===== src/rtl/fpc_pkg.sv =====
package fpc_pkg;

    typedef enum logic [0:0] {
        S_IDLE   = 1'b0,
        S_RESULT = 1'b1
    } res_state_t;

    localparam int unsigned CFG_EN_BIT   = 0;
    localparam int unsigned CFG_MODE_BIT = 1;
    localparam int unsigned CTL_GLB_BIT  = 0;

endpackage


===== src/rtl/fpc_regs.sv =====
module fpc_regs #(
    parameter int unsigned ADDR_W = 32,
    parameter int unsigned N_CMP  = 8,
    parameter int unsigned IDX_W  = 4,
    parameter int unsigned BASE_W = 27
) (
    input  logic                              clk,
    input  logic                              rst_n,
    input  logic                              wr_en,
    input  logic [IDX_W-1:0]                  wr_idx,
    input  logic [ADDR_W-1:0]                 wr_data,
    output logic [N_CMP-1:0]                  cmp_en,
    output logic [N_CMP-1:0]                  cmp_bk,
    output logic [N_CMP-1:0][ADDR_W-3:0]      cmp_word,
    output logic [BASE_W-1:0]                 base_hi,
    output logic                              glb_en
);
    import fpc_pkg::*;

    localparam logic [IDX_W-1:0] BASE_SEL = IDX_W'(N_CMP);
    localparam logic [IDX_W-1:0] CTL_SEL  = IDX_W'(N_CMP + 1);

    for (genvar i = 0; i < N_CMP; i++) begin : g_cfg
        always_ff @(posedge clk) begin
            if (!rst_n) begin
                cmp_en[i]   <= 1'b0;
                cmp_bk[i]   <= 1'b0;
                cmp_word[i] <= '0;
            end else if (wr_en && wr_idx == IDX_W'(i)) begin
                cmp_en[i]   <= wr_data[CFG_EN_BIT];
                cmp_bk[i]   <= wr_data[CFG_MODE_BIT];
                cmp_word[i] <= wr_data[ADDR_W-1:2];
            end
        end
    end

    always_ff @(posedge clk) begin
        if (!rst_n) begin
            base_hi <= '0;
            glb_en  <= 1'b0;
        end else if (wr_en) begin
            if (wr_idx == BASE_SEL) base_hi <= wr_data[ADDR_W-1:ADDR_W-BASE_W];
            if (wr_idx == CTL_SEL)  glb_en  <= wr_data[CTL_GLB_BIT];
        end
    end

endmodule


===== src/rtl/fpc_match.sv =====
module fpc_match #(
    parameter int unsigned         ADDR_W   = 32,
    parameter int unsigned         N_INSN   = 6,
    parameter int unsigned         N_CMP    = 8,
    parameter int unsigned         SEL_W    = 3,
    parameter logic [ADDR_W-1:0]   CODE_TOP = 32'h2000_0000
) (
    input  logic                          acc_is_lit,
    input  logic [ADDR_W-1:0]             acc_addr,
    input  logic [N_CMP-1:0]              cmp_en,
    input  logic [N_CMP-1:0]              cmp_bk,
    input  logic [N_CMP-1:0][ADDR_W-3:0]  cmp_word,
    output logic                          any_hit,
    output logic [SEL_W-1:0]              win_idx,
    output logic                          win_bk
);
    logic             in_code;
    logic [N_CMP-1:0] hit_vec;

    assign in_code = acc_addr < CODE_TOP;

    for (genvar i = 0; i < N_CMP; i++) begin : g_cmp
        if (i < N_INSN) begin : g_fetch
            assign hit_vec[i] = cmp_en[i] && !acc_is_lit && in_code &&
                                (cmp_word[i] == acc_addr[ADDR_W-1:2]);
        end else begin : g_lit
            assign hit_vec[i] = cmp_en[i] && acc_is_lit && in_code &&
                                (cmp_word[i] == acc_addr[ADDR_W-1:2]);
        end
    end

    always_comb begin
        any_hit = 1'b0;
        win_idx = '0;
        win_bk  = 1'b0;
        for (int i = N_CMP - 1; i >= 0; i--) begin
            if (hit_vec[i]) begin
                any_hit = 1'b1;
                win_idx = SEL_W'(i);
                win_bk  = cmp_bk[i];
            end
        end
    end

endmodule


===== src/rtl/fpc_ctrl.sv =====
module fpc_ctrl #(
    parameter int unsigned ADDR_W = 32,
    parameter int unsigned SEL_W  = 3,
    parameter int unsigned BASE_W = 27
) (
    input  logic                clk,
    input  logic                rst_n,
    input  logic                acc_valid,
    input  logic [ADDR_W-1:0]   acc_addr,
    input  logic                any_hit,
    input  logic [SEL_W-1:0]    win_idx,
    input  logic                win_bk,
    input  logic                glb_en,
    input  logic [BASE_W-1:0]   base_hi,
    output logic                res_valid,
    output logic [ADDR_W-1:0]   res_addr,
    output logic                remap_hit,
    output logic                bkpt_pulse
);
    import fpc_pkg::*;

    res_state_t         state_q;
    logic               remap_q;
    logic               bk_q;
    logic [ADDR_W-1:0]  addr_q;
    logic               take_remap;
    logic               take_bk;

    assign take_remap = glb_en && any_hit && !win_bk;
    assign take_bk    = glb_en && any_hit && win_bk;

    always_ff @(posedge clk) begin
        if (!rst_n) begin
            state_q <= S_IDLE;
        end else begin
            unique case (state_q)
                S_IDLE:   if (acc_valid)  state_q <= S_RESULT;
                S_RESULT: if (!acc_valid) state_q <= S_IDLE;
                default:  state_q <= S_IDLE;
            endcase
        end
    end

    always_ff @(posedge clk) begin
        if (!rst_n) begin
            remap_q <= 1'b0;
            bk_q    <= 1'b0;
            addr_q  <= '0;
        end else if (acc_valid) begin
            remap_q <= take_remap;
            bk_q    <= take_bk;
            addr_q  <= take_remap ? {base_hi, win_idx, acc_addr[1:0]} : acc_addr;
        end
    end

    always_comb begin
        res_valid  = 1'b0;
        remap_hit  = 1'b0;
        bkpt_pulse = 1'b0;
        res_addr   = addr_q;
        unique case (state_q)
            S_IDLE: begin
                res_valid = 1'b0;
            end
            S_RESULT: begin
                res_valid  = 1'b1;
                remap_hit  = remap_q;
                bkpt_pulse = bk_q;
            end
            default: begin
                res_valid = 1'b0;
            end
        endcase
    end

endmodule


===== src/rtl/fpatch_cmp.sv =====
module fpatch_cmp #(
    parameter int unsigned        ADDR_W   = 32,
    parameter int unsigned        N_INSN   = 6,
    parameter int unsigned        N_LIT    = 2,
    parameter logic [ADDR_W-1:0]  CODE_TOP = 32'h2000_0000
) (
    input  logic                                   clk,
    input  logic                                   rst_n,
    input  logic                                   wr_en,
    input  logic [$clog2(N_INSN+N_LIT+2)-1:0]      wr_idx,
    input  logic [ADDR_W-1:0]                      wr_data,
    input  logic                                   acc_valid,
    input  logic                                   acc_is_lit,
    input  logic [ADDR_W-1:0]                      acc_addr,
    output logic                                   res_valid,
    output logic [ADDR_W-1:0]                      res_addr,
    output logic                                   remap_hit,
    output logic                                   bkpt_pulse,
    output logic                                   glb_en
);
    localparam int unsigned N_CMP  = N_INSN + N_LIT;
    localparam int unsigned IDX_W  = $clog2(N_CMP + 2);
    localparam int unsigned SEL_W  = (N_CMP > 1) ? $clog2(N_CMP) : 1;
    localparam int unsigned BASE_W = ADDR_W - SEL_W - 2;

    logic [N_CMP-1:0]              cmp_en;
    logic [N_CMP-1:0]              cmp_bk;
    logic [N_CMP-1:0][ADDR_W-3:0]  cmp_word;
    logic [BASE_W-1:0]             base_hi;
    logic                          any_hit;
    logic [SEL_W-1:0]              win_idx;
    logic                          win_bk;

    fpc_regs #(
        .ADDR_W(ADDR_W), .N_CMP(N_CMP), .IDX_W(IDX_W), .BASE_W(BASE_W)
    ) regs_i (
        .clk(clk), .rst_n(rst_n), .wr_en(wr_en), .wr_idx(wr_idx),
        .wr_data(wr_data), .cmp_en(cmp_en), .cmp_bk(cmp_bk),
        .cmp_word(cmp_word), .base_hi(base_hi), .glb_en(glb_en)
    );

    fpc_match #(
        .ADDR_W(ADDR_W), .N_INSN(N_INSN), .N_CMP(N_CMP),
        .SEL_W(SEL_W), .CODE_TOP(CODE_TOP)
    ) match_i (
        .acc_is_lit(acc_is_lit), .acc_addr(acc_addr), .cmp_en(cmp_en),
        .cmp_bk(cmp_bk), .cmp_word(cmp_word), .any_hit(any_hit),
        .win_idx(win_idx), .win_bk(win_bk)
    );

    fpc_ctrl #(
        .ADDR_W(ADDR_W), .SEL_W(SEL_W), .BASE_W(BASE_W)
    ) ctrl_i (
        .clk(clk), .rst_n(rst_n), .acc_valid(acc_valid), .acc_addr(acc_addr),
        .any_hit(any_hit), .win_idx(win_idx), .win_bk(win_bk),
        .glb_en(glb_en), .base_hi(base_hi), .res_valid(res_valid),
        .res_addr(res_addr), .remap_hit(remap_hit), .bkpt_pulse(bkpt_pulse)
    );

endmodule


===== config.mk =====
export PLATFORM = sky130hd
export DESIGN_NAME = fpatch_cmp
export DESIGN_NICKNAME = d
export VERILOG_FILES = /design/src/rtl/fpc_pkg.sv /design/src/rtl/fpc_regs.sv /design/src/rtl/fpc_match.sv /design/src/rtl/fpc_ctrl.sv /design/src/rtl/fpatch_cmp.sv
export SDC_FILE = /design/constraint.sdc
export NUM_CORES = 1
export LEC_CHECK = 0
export ABC_AREA = 1
export BUFFER_PORTS_ARGS = -buffer_cell sky130_fd_sc_hd__buf_2
export CORE_MARGIN = 10
export CORE_UTILIZATION = 63
export CTS_BUF_LIST = sky130_fd_sc_hd__clkbuf_8
export DETAILED_ROUTE_END_ITERATION = 8
export PLACE_DENSITY = 0.87
export SYNTH_ARGS = -nofsm -noshare
export SYNTH_HDL_FRONTEND = slang
export SYNTH_SLANG_ARGS = --single-unit

===== constraint.sdc =====
create_clock -name clk -period 2.7 [get_ports clk]
set_input_delay 0.54 -clock clk [delete_from_list [all_inputs] [get_ports clk]]
set_output_delay 0.54 -clock clk [all_outputs]
set_load 0.01 [all_outputs]

==> flow_metrics.tcl <==
set metrics [dict create \
    clkSlewWorstSetupHoldPaths_ns 0.07 \
    route.detailed.drc 0 \
    wl_per_cell_um 23.1 \
    critical_path.endpoint_type "register" \
    syn_to_final_growth_pct 18.5 \
    io_pins 109 \
    worst_pin_slew_ns 0.682 \
    hold_path_end "ctrl_i.res_addr[1]" \
    gp_congestion 1.07 \
    antenna_found_initial 1 \
    grt_overflow 0 \
    ir_drop_uv 432 \
    grt_pass1_vias 15894 \
    cts_tree "built" \
    port_buffers 108 \
    dpl.hpwl_um 45700 \
    p_per_area_mw_per_mm2 580 \
    grt_max_degree 113 \
    slew_headroom_pct 54.5 \
    drt_wl_total_um 64400 \
    criticalPathCategory "register to register" \
    grt.total_usage_pct 40.2 \
    cts.sinks 319 \
    postCtsSetupBuffers 0 \
    rsz0062_at_grt "no" \
    yosys-top-cells-area "dfxtp_1 42%, o21ai_0 10%, nand2_1 9.3%" \
    drtIter0Drc 2812 \
    cts_buffers 53 \
    cp-start-kind "register" \
    maxCapViolCount 0 \
    preCtsSetupSlack_ns -0.289 \
    syn_avg_cell_area_um2 6.81 \
    worst_slack_ns 0.199 \
    num_rows 56 \
    rrSetupSlack_ns 0.20 \
    crit_arrival_ns 3.02 \
    netlist_instances 2237 \
    worst_hold_slack_ns 0.183 \
    drive_gt1_share_pct 16.2 \
    period_needed_ns 2.50 \
    root_buffer "clkbuf_8" \
    clock_latency_ns 0.60 \
    hp-class "primary input to register" \
    ctsResizeCount 0 \
    die_area_mm2 0.0308 \
    clockBufferDepth 3 \
    vias_per_cell 6.06 \
    cts_max_level 2 \
    die_x_um 175 \
    p_total_mw 10.5 \
    timing.clock.skew_ns 0.0220 \
    ys_warn_count 0 \
    synth_top_cell_by_area "dfxtp_1" \
    synthDominantCellAreaShare_pct 41.9 \
    antenna_left 0 \
    drv_slew 0 \
    hold_depth 3 \
    clock.fmax_mhz 400 \
    r2r_end "ctrl_i.res_addr[19]" \
    num_vias 16894 \
    ys_seq_elements 319 \
    power_leakage_nw 7.67 \
    grt_pass1_wl_um 94500 \
    drt_first_pass_iters 8 \
    netlist_area_mm2 0.0152 \
    finalSetupViolCount 0 \
    holdCritStartpoint "acc_addr[1]" \
    status "completed" \
    initial_core_util_pct 64.5 \
    utilization_pct 76.4 \
    hold_violations 0 \
    die_h_um 175 \
    rr_worst_depth 19 \
    holdBufCountCts 0 \
    cp.required_ns 3.22 \
    synth_cell_types 30 \
    ys_seq_area_share_pct 41.9 \
    period_share_pct 92.6 \
    diodes 0 \
    final_nets 2500 \
    reg2reg_from "regs_i.cmp_word[139]" \
    coreArea_mm2 0.0236 \
    crit_fanout 23 \
    syn_nets 2310 \
]
worst max-delay path: stages, from the launching register on:
cell	delay (ns)
dfxtp_1	0.33
nand2_1	0.14
o21ai_1	0.10
nor2_2	0.21
nand2_1	0.08
nor2_1	0.13
buf_4	0.15
nand2_1	0.06
nor2_2	0.16
a21oi_1	0.06
nand2_1	0.07
nand2_1	0.04
nand2_1	0.05
nand2_1	0.06
nand2_2	0.12
nand3_4	0.13
buf_12	0.19
nand2_1	0.07
nand3_1	0.08
a21oi_1	0.17
placed cells by master (no fill, tap or decap), types with 14 or more instances in the layout:
cell        n
o21ai_0   318
dfxtp_1   319
nand3_1    53
nand2_1   376
xnor2_1    48
inv_2      14
buf_12     15
inv_1     289
nor2_1    283
xor2_1     16
buf_2     107
nand4_1    41
clkbuf_8   66
buf_4     160
o22ai_1    52
a21oi_1   245
registers in the layout (all words and copies together), names as in the netlist:
signal           flops
ctrl_i.state_q       1
ctrl_i.remap_q       1
regs_i.glb_en        1
regs_i.cmp_en        8
ctrl_i.res_addr     32
ctrl_i.bk_q          1
regs_i.base_hi      27
regs_i.cmp_word    240
regs_i.cmp_bk        8
per-layer routing:
metal | routed length [um] | share of wire [%] | track usage (%) | vias up
li1 | - | - | - | 7587
met1 | 23100 | 36 | 50.0 | 7678
met2 | 26300 | 41 | 59.0 | 1299
met3 | 9460 | 15 | 11.8 | 330
met4 | 5510 | 8.6 | 27.7 | 0
met5 | 0 | 0 | 0 | -
power breakdown:
group,leakage (nW),internal (mW),switching [mW]
logic,4.46,0.449,0.895
registers,2.59,4.83,0.0696
clock network,0.623,2.19,2.03
total,7.67,7.47,2.99
Yosys cell counts, drive strengths merged:
master	instances
nand3	55
xnor2	49
inv	280
clkinv	3
dfxtp	319
a21oi	245
nor2	294
o22ai	52
buf	45
nand3b	1
or2	1
nand2	379
nor3	12
o21ai	329
clkbuf	103
nand2b	2
nand4	52
xor2	16
metrics by stage:
stage	std cells	cell area, um^2	TNS [ns]
after global routing	2787	18000	0
after global placement	2691	17000	-6.65
after detailed placement	2691	17000	-7.42
final	2787	18000	0
after CTS	2787	18000	0
after floorplan	2237	15200	0
logic make-up after synthesis:
kind of cell    Yosys count  share of synthesized area, %
compound gates          626                          21.0
xor+xnor                 65                          3.74
buf+inv                 431                          11.6
flops                   319                          41.9
simple gates            796                          21.8
worst max-delay path by stage:
stage	start	to	cells past startpoint
2_1_floorplan	acc_addr[31]	ctrl_i.res_addr[13]	17
3_3_place_gp	acc_addr[29]	ctrl_i.res_addr[28]	21
3_5_place_dp	acc_addr[18]	ctrl_i.res_addr[19]	20
4_1_cts	regs_i.cmp_word[139]	ctrl_i.res_addr[19]	19
5_1_grt	regs_i.cmp_word[216]	ctrl_i.res_addr[15]	20
6_report	regs_i.cmp_word[139]	ctrl_i.res_addr[19]	19
area by class of cell:
class	instances	area [um^2]
well taps	319	399
multi-input cells	1487	7120
clock inverters	30	126
fillers	1876	5560
clock buffers	66	908
flip-flops and latches	319	6390
repair buffers	283	2050
inverters	283	1060
No activity file was read; power rests on OpenSTA's default activity.
